## src/rtl/cfg_qrate_pkg.sv

```systemverilog
package cfg_qrate_pkg;
  typedef enum logic [1:0] {
    ST_RUN  = 2'd0,
    ST_DONE = 2'd1,
    ST_ERR  = 2'd2
  } rx_state_e;
endpackage

```

## src/rtl/cfg_qrate_phase.sv

```systemverilog
// Edge position inside the capture group; only clock edges move it.
module cfg_qrate_phase #(
  parameter int GROUP = 4
) (
  input  logic clk_i,
  input  logic rst_ni,
  input  logic clr_i,
  output logic first_o,
  output logic last_o
);
  localparam int PH_W = (GROUP > 2) ? $clog2(GROUP) : 1;
  localparam logic [PH_W-1:0] PH_LAST = PH_W'(GROUP - 1);

  logic [PH_W-1:0] ph_q;

  always_ff @(posedge clk_i or negedge rst_ni) begin
    if (!rst_ni)            ph_q <= '0;
    else if (clr_i)         ph_q <= '0;
    else if (ph_q == PH_LAST) ph_q <= '0;
    else                    ph_q <= ph_q + 1'b1;
  end

  assign first_o = (ph_q == '0);
  assign last_o  = (ph_q == PH_LAST);
endmodule

```

## src/rtl/cfg_qrate_bytecnt.sv

```systemverilog
module cfg_qrate_bytecnt #(
  parameter int CNT_W = 16
) (
  input  logic             clk_i,
  input  logic             rst_ni,
  input  logic             clr_i,
  input  logic             inc_i,
  input  logic [CNT_W-1:0] len_i,
  output logic [CNT_W-1:0] count_o,
  output logic             at_len_o
);
  logic [CNT_W-1:0] cnt_q;

  always_ff @(posedge clk_i or negedge rst_ni) begin
    if (!rst_ni)     cnt_q <= '0;
    else if (clr_i)  cnt_q <= '0;
    else if (inc_i)  cnt_q <= cnt_q + 1'b1;
  end

  assign count_o  = cnt_q;
  assign at_len_o = (cnt_q == len_i);
endmodule

```

## src/rtl/cfg_qrate_errpulse.sv

```systemverilog
// Fixed-width status pulse; width counted in clock cycles.
module cfg_qrate_errpulse #(
  parameter int STATUS_CYC = 16
) (
  input  logic clk_i,
  input  logic rst_ni,
  input  logic clr_i,
  input  logic load_i,
  output logic active_o,
  output logic expired_o
);
  localparam int TMR_W = (STATUS_CYC > 2) ? $clog2(STATUS_CYC) : 1;
  localparam logic [TMR_W-1:0] TMR_INIT = TMR_W'(STATUS_CYC - 1);

  logic             act_q;
  logic [TMR_W-1:0] tmr_q;

  always_ff @(posedge clk_i or negedge rst_ni) begin
    if (!rst_ni) begin
      act_q <= 1'b0;
      tmr_q <= '0;
    end else if (clr_i) begin
      act_q <= 1'b0;
      tmr_q <= '0;
    end else if (load_i) begin
      act_q <= 1'b1;
      tmr_q <= TMR_INIT;
    end else if (act_q) begin
      if (tmr_q == '0) act_q <= 1'b0;
      else             tmr_q <= tmr_q - 1'b1;
    end
  end

  assign active_o  = act_q;
  assign expired_o = act_q && (tmr_q == '0);
endmodule

```

## src/rtl/cfg_qrate_rx.sv

```systemverilog
module cfg_qrate_rx
  import cfg_qrate_pkg::*;
#(
  parameter int DATA_W     = 8,
  parameter int CNT_W      = 16,
  parameter int GROUP      = 4,
  parameter int STATUS_CYC = 16
) (
  input  logic              clk_i,
  input  logic              rst_ni,
  input  logic              start_i,
  input  logic [CNT_W-1:0]  len_i,
  input  logic [DATA_W-1:0] data_i,
  input  logic              err_i,
  input  logic              ready_i,
  output logic [DATA_W-1:0] byte_o,
  output logic              valid_o,
  output logic              busy_o,
  output logic              done_o,
  output logic              ovr_o,
  output logic              status_no,
  output logic [CNT_W-1:0]  count_o
);
  rx_state_e state_q, state_d;

  logic slot_first, slot_last, at_len;
  logic pulse_act, pulse_end;
  logic run, cap_edge, cap_ok, overrun, go_err, fin, ph_clr;

  assign run      = (state_q == ST_RUN);
  assign cap_edge = run && !start_i && !err_i && slot_first && !at_len;
  assign cap_ok   = cap_edge && ready_i;
  assign overrun  = cap_edge && !ready_i;
  assign go_err   = !start_i && (state_q != ST_ERR) && (err_i || overrun);
  // last byte finished on the final processing edge; len 0 finishes at once
  assign fin      = run && !start_i && !err_i && at_len && (slot_first || slot_last);
  assign ph_clr   = start_i || !run || go_err || fin;

  cfg_qrate_phase #(.GROUP(GROUP)) u_phase (
    .clk_i   (clk_i),
    .rst_ni  (rst_ni),
    .clr_i   (ph_clr),
    .first_o (slot_first),
    .last_o  (slot_last)
  );

  cfg_qrate_bytecnt #(.CNT_W(CNT_W)) u_cnt (
    .clk_i    (clk_i),
    .rst_ni   (rst_ni),
    .clr_i    (start_i || go_err),
    .inc_i    (cap_ok),
    .len_i    (len_i),
    .count_o  (count_o),
    .at_len_o (at_len)
  );

  cfg_qrate_errpulse #(.STATUS_CYC(STATUS_CYC)) u_pulse (
    .clk_i     (clk_i),
    .rst_ni    (rst_ni),
    .clr_i     (start_i),
    .load_i    (go_err),
    .active_o  (pulse_act),
    .expired_o (pulse_end)
  );

  always_comb begin
    state_d = state_q;
    if (start_i)                              state_d = ST_RUN;
    else if (go_err)                          state_d = ST_ERR;
    else if (fin)                             state_d = ST_DONE;
    else if (state_q == ST_ERR && pulse_end)  state_d = ST_RUN;
  end

  always_ff @(posedge clk_i or negedge rst_ni) begin
    if (!rst_ni) begin
      state_q <= ST_RUN;
      byte_o  <= '0;
      valid_o <= 1'b0;
      ovr_o   <= 1'b0;
    end else begin
      state_q <= state_d;
      valid_o <= cap_ok;
      if (cap_ok)       byte_o <= data_i;
      if (start_i)      ovr_o  <= 1'b0;
      else if (overrun) ovr_o  <= 1'b1;
    end
  end

  assign busy_o    = run && !slot_first;
  assign done_o    = (state_q == ST_DONE);
  assign status_no = !pulse_act;
endmodule

```

## config.mk

```make
export PLATFORM = sky130hd
export DESIGN_NAME = cfg_qrate_rx
export DESIGN_NICKNAME = d
export VERILOG_FILES = /design/src/rtl/cfg_qrate_pkg.sv /design/src/rtl/cfg_qrate_phase.sv /design/src/rtl/cfg_qrate_bytecnt.sv /design/src/rtl/cfg_qrate_errpulse.sv /design/src/rtl/cfg_qrate_rx.sv
export SDC_FILE = /design/constraint.sdc
export NUM_CORES = 1
export LEC_CHECK = 0
export BUFFER_PORTS_ARGS = -buffer_cell sky130_fd_sc_hd__buf_2
export CAP_MARGIN = 5
export CORE_ASPECT_RATIO = 2
export CORE_MARGIN = 10
export CORE_UTILIZATION = 55
export CTS_CLUSTER_SIZE = 24
export DETAILED_ROUTE_END_ITERATION = 16
export PLACE_DENSITY = 0.85
export SLEW_MARGIN = 25
export SYNTH_ARGS = -nofsm -noshare
export SYNTH_HDL_FRONTEND = slang
export SYNTH_HIERARCHICAL = 1
export SYNTH_SLANG_ARGS = --single-unit
```

## constraint.sdc

```tcl
create_clock -name clk_i -period 4.72 [get_ports clk_i]
set_input_delay 0.472 -clock clk_i [delete_from_list [all_inputs] [get_ports clk_i]]
set_output_delay 0.472 -clock clk_i [all_outputs]
set_load 0.03 [all_outputs]
```

# Word-level counts from Yosys, hierarchy flattened
# Index checks and enable logic that the tools add are counted.
[totals] register_bits=35 in_bits=29 output_inout_bits=29 wordCells=69
[classes] n_addsub=3 eq_ne=6 n_mux=18 n_reduce_logical=34
[op_table] operator="16-bit 2-to-1 mux" count=2
[op_table] operator="16-bit by 1-bit adder with 16-bit output (second input constant)" count=1
[op_table] operator="16-bit == test" count=1
[op_table] operator="4-bit 2-to-1 mux" count=4
[op_table] operator="1-bit logical AND" count=13
[op_table] operator="2-bit 2-to-1 mux" count=6
[op_table] operator="1-bit zero test" count=7
[op_table] operator="1-bit logical OR" count=6
[op_table] operator="1-bit 2-to-1 mux" count=6
[op_table] operator="2-bit == test (second input constant)" count=2
[op_table] operator="2-bit zero test" count=2
[op_table] operator="4-bit zero test" count=1
[op_table] operator="2-bit nonzero test" count=2
[op_table] operator="4-bit nonzero test" count=1
[op_table] operator="4-bit by 1-bit subtractor with 4-bit output (second input constant)" count=1
[op_table] operator="3-bit != test (second input constant)" count=1
[op_table] operator="3-bit nonzero test" count=1
[op_table] operator="2-bit by 1-bit adder with 2-bit output (second input constant)" count=1
[op_table] operator="2-bit by 1-bit == test with 1-bit output (second input constant)" count=1
[op_table] operator="2-bit != test (second input constant)" count=1
[op_table] operator="2-bit AND reduction" count=1

# Depth between registers and ports, before layout
[depth] word_depth=11 ltp_mapped=12 ltp_nobuf=10

# Cells and area by module
# Netlist, hierarchy kept.
[modules_own_cells] mod="cfg_qrate_bytecnt" n_inst=1 cells_each=104 area_each_um2=1024.7 seq_area_each_um2=400.4
[modules_own_cells] mod="cfg_qrate_rx" n_inst=1 cells_each=40 area_each_um2=523.0 seq_area_each_um2=300.3
[modules_own_cells] mod="cfg_qrate_errpulse" n_inst=1 cells_each=28 area_each_um2=267.8 seq_area_each_um2=125.1
[modules_own_cells] mod="cfg_qrate_phase" n_inst=1 cells_each=8 area_each_um2=98.8 seq_area_each_um2=50.0

# Worst setup path before layout
# OpenSTA, ideal clock, no wires.
[synth_path] kind="register to register" startpoint="register u_cnt.cnt_q[9], in the netlist u_cnt/count_o[9]" endpoint="register u_cnt.cnt_q[14], in the netlist u_cnt/count_o[14]" t_arrival_ns=2.665 required_ns=4.595 setup_slack_ns=1.930 stages_incl_launch_ff=12 period_less_slack_ns=2.790 path_cell_list="dfrtp_1 clkbuf_1 xnor2_1 nand4_1 nor4_1 and4b_1 buf_6 buf_2 o211ai_1 nor4_4 nand3_2 mux2_4"
[synth_lines] item="start: declaration" line_no="cfg_qrate_bytecnt.sv:12" text="logic [CNT_W-1:0] cnt_q;"
[synth_lines] item="start signal: assignment" line_no="cfg_qrate_bytecnt.sv:17" text="else if (inc_i) cnt_q <= cnt_q + 1'b1;"
[synth_lines] item="16-bit == test" line_no="cfg_qrate_bytecnt.sv:21" text="assign at_len_o = (cnt_q == len_i);"
[synth_lines] item="named net at_len" line_no="cfg_qrate_rx.sv:26" text="logic slot_first, slot_last, at_len;"
[synth_lines] item="1-bit zero test" line_no="cfg_qrate_rx.sv:31" text="assign cap_edge = run && !start_i && !err_i && slot_first && !at_len;"
[synth_lines] item="1-bit logical AND" line_no="cfg_qrate_rx.sv:31"
[synth_lines] item="1-bit logical AND" line_no="cfg_qrate_rx.sv:32" text="assign cap_ok = cap_edge && ready_i;"
[synth_lines] item="named net cap_ok" line_no="cfg_qrate_rx.sv:28" text="logic run, cap_edge, cap_ok, overrun, go_err, fin, ph_clr;"
[synth_lines] item="2-bit nonzero test (no source line)"
# The timed path passes the listed nets, and every way through them passes these cells. The select of a mux whose other input is x is not followed.
# A chain may end at the register's enable or synchronous reset.

# Final worst setup path
[layout_path] startpoint="register u_cnt.cnt_q[9], in the netlist u_cnt/count_o[9]" endpoint="register u_cnt.cnt_q[14], in the netlist u_cnt/count_o[14]"
[layout_via] elab_chain_cells=8
[layout_lines] item="16-bit == test (*)" line_no="cfg_qrate_bytecnt.sv:21"
[layout_lines] item="named net at_len" line_no="cfg_qrate_rx.sv:26"
[layout_lines] item="1-bit zero test (*)" line_no="cfg_qrate_rx.sv:31"
[layout_lines] item="1-bit logical AND (*)" line_no="cfg_qrate_rx.sv:31"
[layout_lines] item="1-bit logical AND" line_no="cfg_qrate_rx.sv:33" text="assign overrun = cap_edge && !ready_i;"
[layout_lines] item="1-bit logical OR" line_no="cfg_qrate_rx.sv:34" text="assign go_err = !start_i && (state_q != ST_ERR) && (err_i || overrun);"
[layout_lines] item="1-bit logical AND" line_no="cfg_qrate_rx.sv:34"
[layout_lines] item="1-bit logical OR" line_no="cfg_qrate_rx.sv:50" text=".clr_i (start_i || go_err),"
[layout_lines] item="16-bit 2-to-1 mux or 2-bit nonzero test (tied branches)"
# Mark *: on every way through the listed nets, which the timed path passes. The rest lies on a longest branch. The select of a mux whose other input is x is not followed.

==> flow_metrics.py <==
metrics = {
    "floorplanning": {
        "rows": 30,
        "io_pins": 58,
        "start_util_pct": 56.7,
        "core_um2": 3380,
        "die_area_um2": 6380,
        "die_w_um": 61.7,
        "die_h_um": 103,
    },
    "logic_synthesis": {
        "syn_area_per_cell_um2": 10.6,
        "synth-edff-count": 0,
        "yosysWarnings": 6,
        "seq_area_frac_synth_pct": 45.8,
        "synth.ff_latch_count": 35,
        "synthCells": 180,
        "ys.flop_type": "dfrtp_1",
        "yosysTopAreaCell": "dfrtp_1",
        "synth_top_cell_area_share_pct": 45.8,
        "ys_types": 43,
        "synth_area_leaders": "dfrtp_1 (46%), xnor2_1 (11%), mux2_2 (4.7%)",
        "synth_nets": 213,
        "async_flop_share_pct": 100,
        "syn-cell-area_um2": 1910,
    },
    "sta": {
        "hold_viol": 0,
        "fmax_mhz": 301,
        "setup_viol": 0,
        "finClkSkew_ns": 0.00335,
        "rsz0062_at_grt": "no",
        "slew_headroom_pct": 48.6,
        "finalCriticalPeriod_ns": 3.33,
        "period_share_pct": 70.5,
        "fin_tns_setup_ns": 0,
        "worst_slew_pin_slew_ns": 0.770,
        "drv_slew": 0,
        "setup_slack_ns": 1.39,
    },
    "route": {
        "ant_nets": 0,
        "num_vias": 1560,
        "drt_iter0_markers": 30,
        "drt_first_pass_iters": 4,
        "wl_per_cell_um": 17.2,
        "routed_wl_um": 4610,
        "drc": 0,
        "vias_per_cell": 5.82,
    },
    "placed_design": {
        "place_area_um2": 2190,
        "gp_congestion": 0.922,
        "dp_hpwl_um": 3630,
        "io_buffers": 57,
        "pre_cts_ws_ns": 1.33,
    },
    "global_routing": {
        "grt_pass1_wl_um": 7730,
        "grt_pass1_vias": 1670,
        "grt_max_degree": 36,
        "antenna_found_initial": 0,
        "gr-total-overflow": 0,
        "grt_usage_pct": 15.7,
    },
    "final_layout": {
        "fin_util_pct": 68.3,
        "syn_to_final_growth_pct": 20.5,
        "fin_area_um2": 2310,
        "drive_gt1_share_pct": 34.3,
        "antenna_cells": 0,
        "final_net_count": 268,
    },
    "clock_tree": {
        "cts_hold_buffers": 0,
        "clk_latency_ns": 0.28,
        "cts_tree": "done",
        "htreeDepth": 2,
        "cts_resized": 0,
        "clk_pin_slew_worst_paths_ns": 0.07,
        "ctsRootBufferMaster": "clkbuf_8",
        "numCtsBuffers": 5,
        "clock_sinks": 35,
        "cts_setup_buffers": 0,
        "clk_path_buf_depth": 2,
    },
    "power_and_ir_drop": {
        "power_density_nw_per_um2": 328,
        "irDropWorstVdd_mv": 0.271,
        "p_leak_uw": 0.00105,
    },
    "flow_run": {
        "maxCapViolCount": 0,
    },
    "setup_path": {
        "reg2regPathDepth": 10,
        "slowest_stage": "nor4_1",
        "rrSetupSlack_ns": 1.39,
        "crit_end": "u_cnt/count_o[14]$_DFFE_PN0P_",
        "r2r-start": "u_cnt/count_o[9]$_DFFE_PN0P_",
        "cp.depth": 10,
        "required_ns": 4.89,
        "cp_max_fo": 19,
        "cp.arrival_ns": 3.50,
        "worstSetupStartpointType": "register",
        "crit_buf_inv": 0,
        "slowest_delay_ns": 0.63,
        "r2r-end": "u_cnt/count_o[14]$_DFFE_PN0P_",
        "end_kind": "register",
        "cp_top_family": "simple AND/OR/NAND/NOR gates",
        "setup.worst_path.start": "u_cnt/count_o[9]$_DFFE_PN0P_",
        "path_cells": "xnor2_1 -> nand4_1 -> nor4_1 -> nor4b_1 -> o2bb2ai_1 -> nand2b_1 -> o211ai_1 -> nor4_4 -> nand3_2 -> mux2_4",
        "crit_type": "reg2reg",
    },
    "hold_path": {
        "hp-class": "in2async",
    },
    "outcome": {
        "status": "completed",
    },
}
layout by cell type, fill, tap and decap left out, types with 2 or more instances in the layout:
master    synthesis  routed
a21oi_1           7       7
a31oi_1           2       2
buf_2             4      57
clkbuf_8          0       6
dfrtp_1          35      35
ha_1              4       4
inv_1             9       9
mux2_2            8       8
mux2i_1           2       2
nand2_1           6       6
nand3_1           3       3
nand4_1           8       8
nor2_1           19      19
nor2b_1           2       2
nor3_1            6       6
nor3b_1           2       2
nor4_1            4       4
nor4b_1           2       2
o21ai_0           4       4
or3_1             2       2
xnor2_1          24      24
xor2_1            4       4
per-layer routing:
layer	part of all wire (%)	vias up	global-route usage (%)	routed length, um
met3	8.9	9	4.28	410
li1	-	738	-	-
met2	56	60	28.1	2580
met4	1.8	0	6.57	81
met1	33	753	16.2	1530
met5	0	-	0	0
Yosys cell counts, drive strengths merged, types with 3 or more instances:
cell type and number:
dfrtp 35, nor2 19, o21ai 4, a21oi 7
nand3 4, inv 9, xor2 4, xnor2 24
nor3 7, ha 4, mux2 9, nand2 6
nor4 6, buf 6, clkbuf 3, nand4 9
stage by stage:
stage,std cells,power [uW],hold slack (ns)
2_1_floorplan,180,438,0.176
3_3_place_gp,260,485,0.458
3_5_place_dp,260,492,0.469
4_1_cts,268,770,0.285
5_1_grt,268,794,0.313
6_report,268,757,0.258
state kept, by name, indices dropped and copies added (netlist names):
signal and count:
u_pulse/active_o 1, byte_o 8, u_phase/ph_q 2, u_cnt/count_o 16
state_q 2, ovr_o 1, valid_o 1, u_pulse/tmr_q 4
kinds of logic (layout without fill, tap and decap cells):
logic type      count (synthesis)  count (layout)  synth area share, %
xor+xnor                       28              28                 12.8
mux                            11              11                 6.54
simple gates                   65              65                 20.7
buf+inv                        18              74                 4.44
compound gates                 19              19                 7.12
fa+ha+maj                       4               4                 2.61
flops                          35              35                 45.8
power breakdown:
part           switching [uW]  total [uW]  leakage [uW]  internal (uW)
Clock                     103         274     0.0000612            171
Combinational            88.5         143      0.000526           54.7
Sequential               15.9         340      0.000466            324
layout make-up:
| type | instances | area, um2 |
|---|---|---|
| Fill cell | 288 | 1070 |
| Multi-Input combinational cell | 127 | 953 |
| Clock inverter | 2 | 35.0 |
| Timing Repair Buffer | 57 | 285 |
| Sequential cell | 35 | 876 |
| Tap cell | 32 | 40.0 |
| Clock buffer | 6 | 82.6 |
| Inverter | 9 | 33.8 |
worst min-delay path by stage:
stage | from | slack, ns | end | cells after the start
final | rst_ni | 0.26 | u_phase/ph_q[1]$_DFF_PN0_ | 1
after global routing | rst_ni | 0.31 | u_phase/ph_q[1]$_DFF_PN0_ | 1
after CTS | rst_ni | 0.29 | u_pulse/active_o$_DFF_PN0_ | 1
after detailed placement | u_phase/ph_q[0]$_DFF_PN0_ | 0.47 | u_phase/ph_q[0]$_DFF_PN0_ | 1
after global placement | u_phase/ph_q[0]$_DFF_PN0_ | 0.46 | u_phase/ph_q[0]$_DFF_PN0_ | 1
after floorplan | rst_ni | 0.18 | byte_o[0]$_DFFE_PN0P_ | 0
Note: power is estimated with default switching activity, not from simulation.
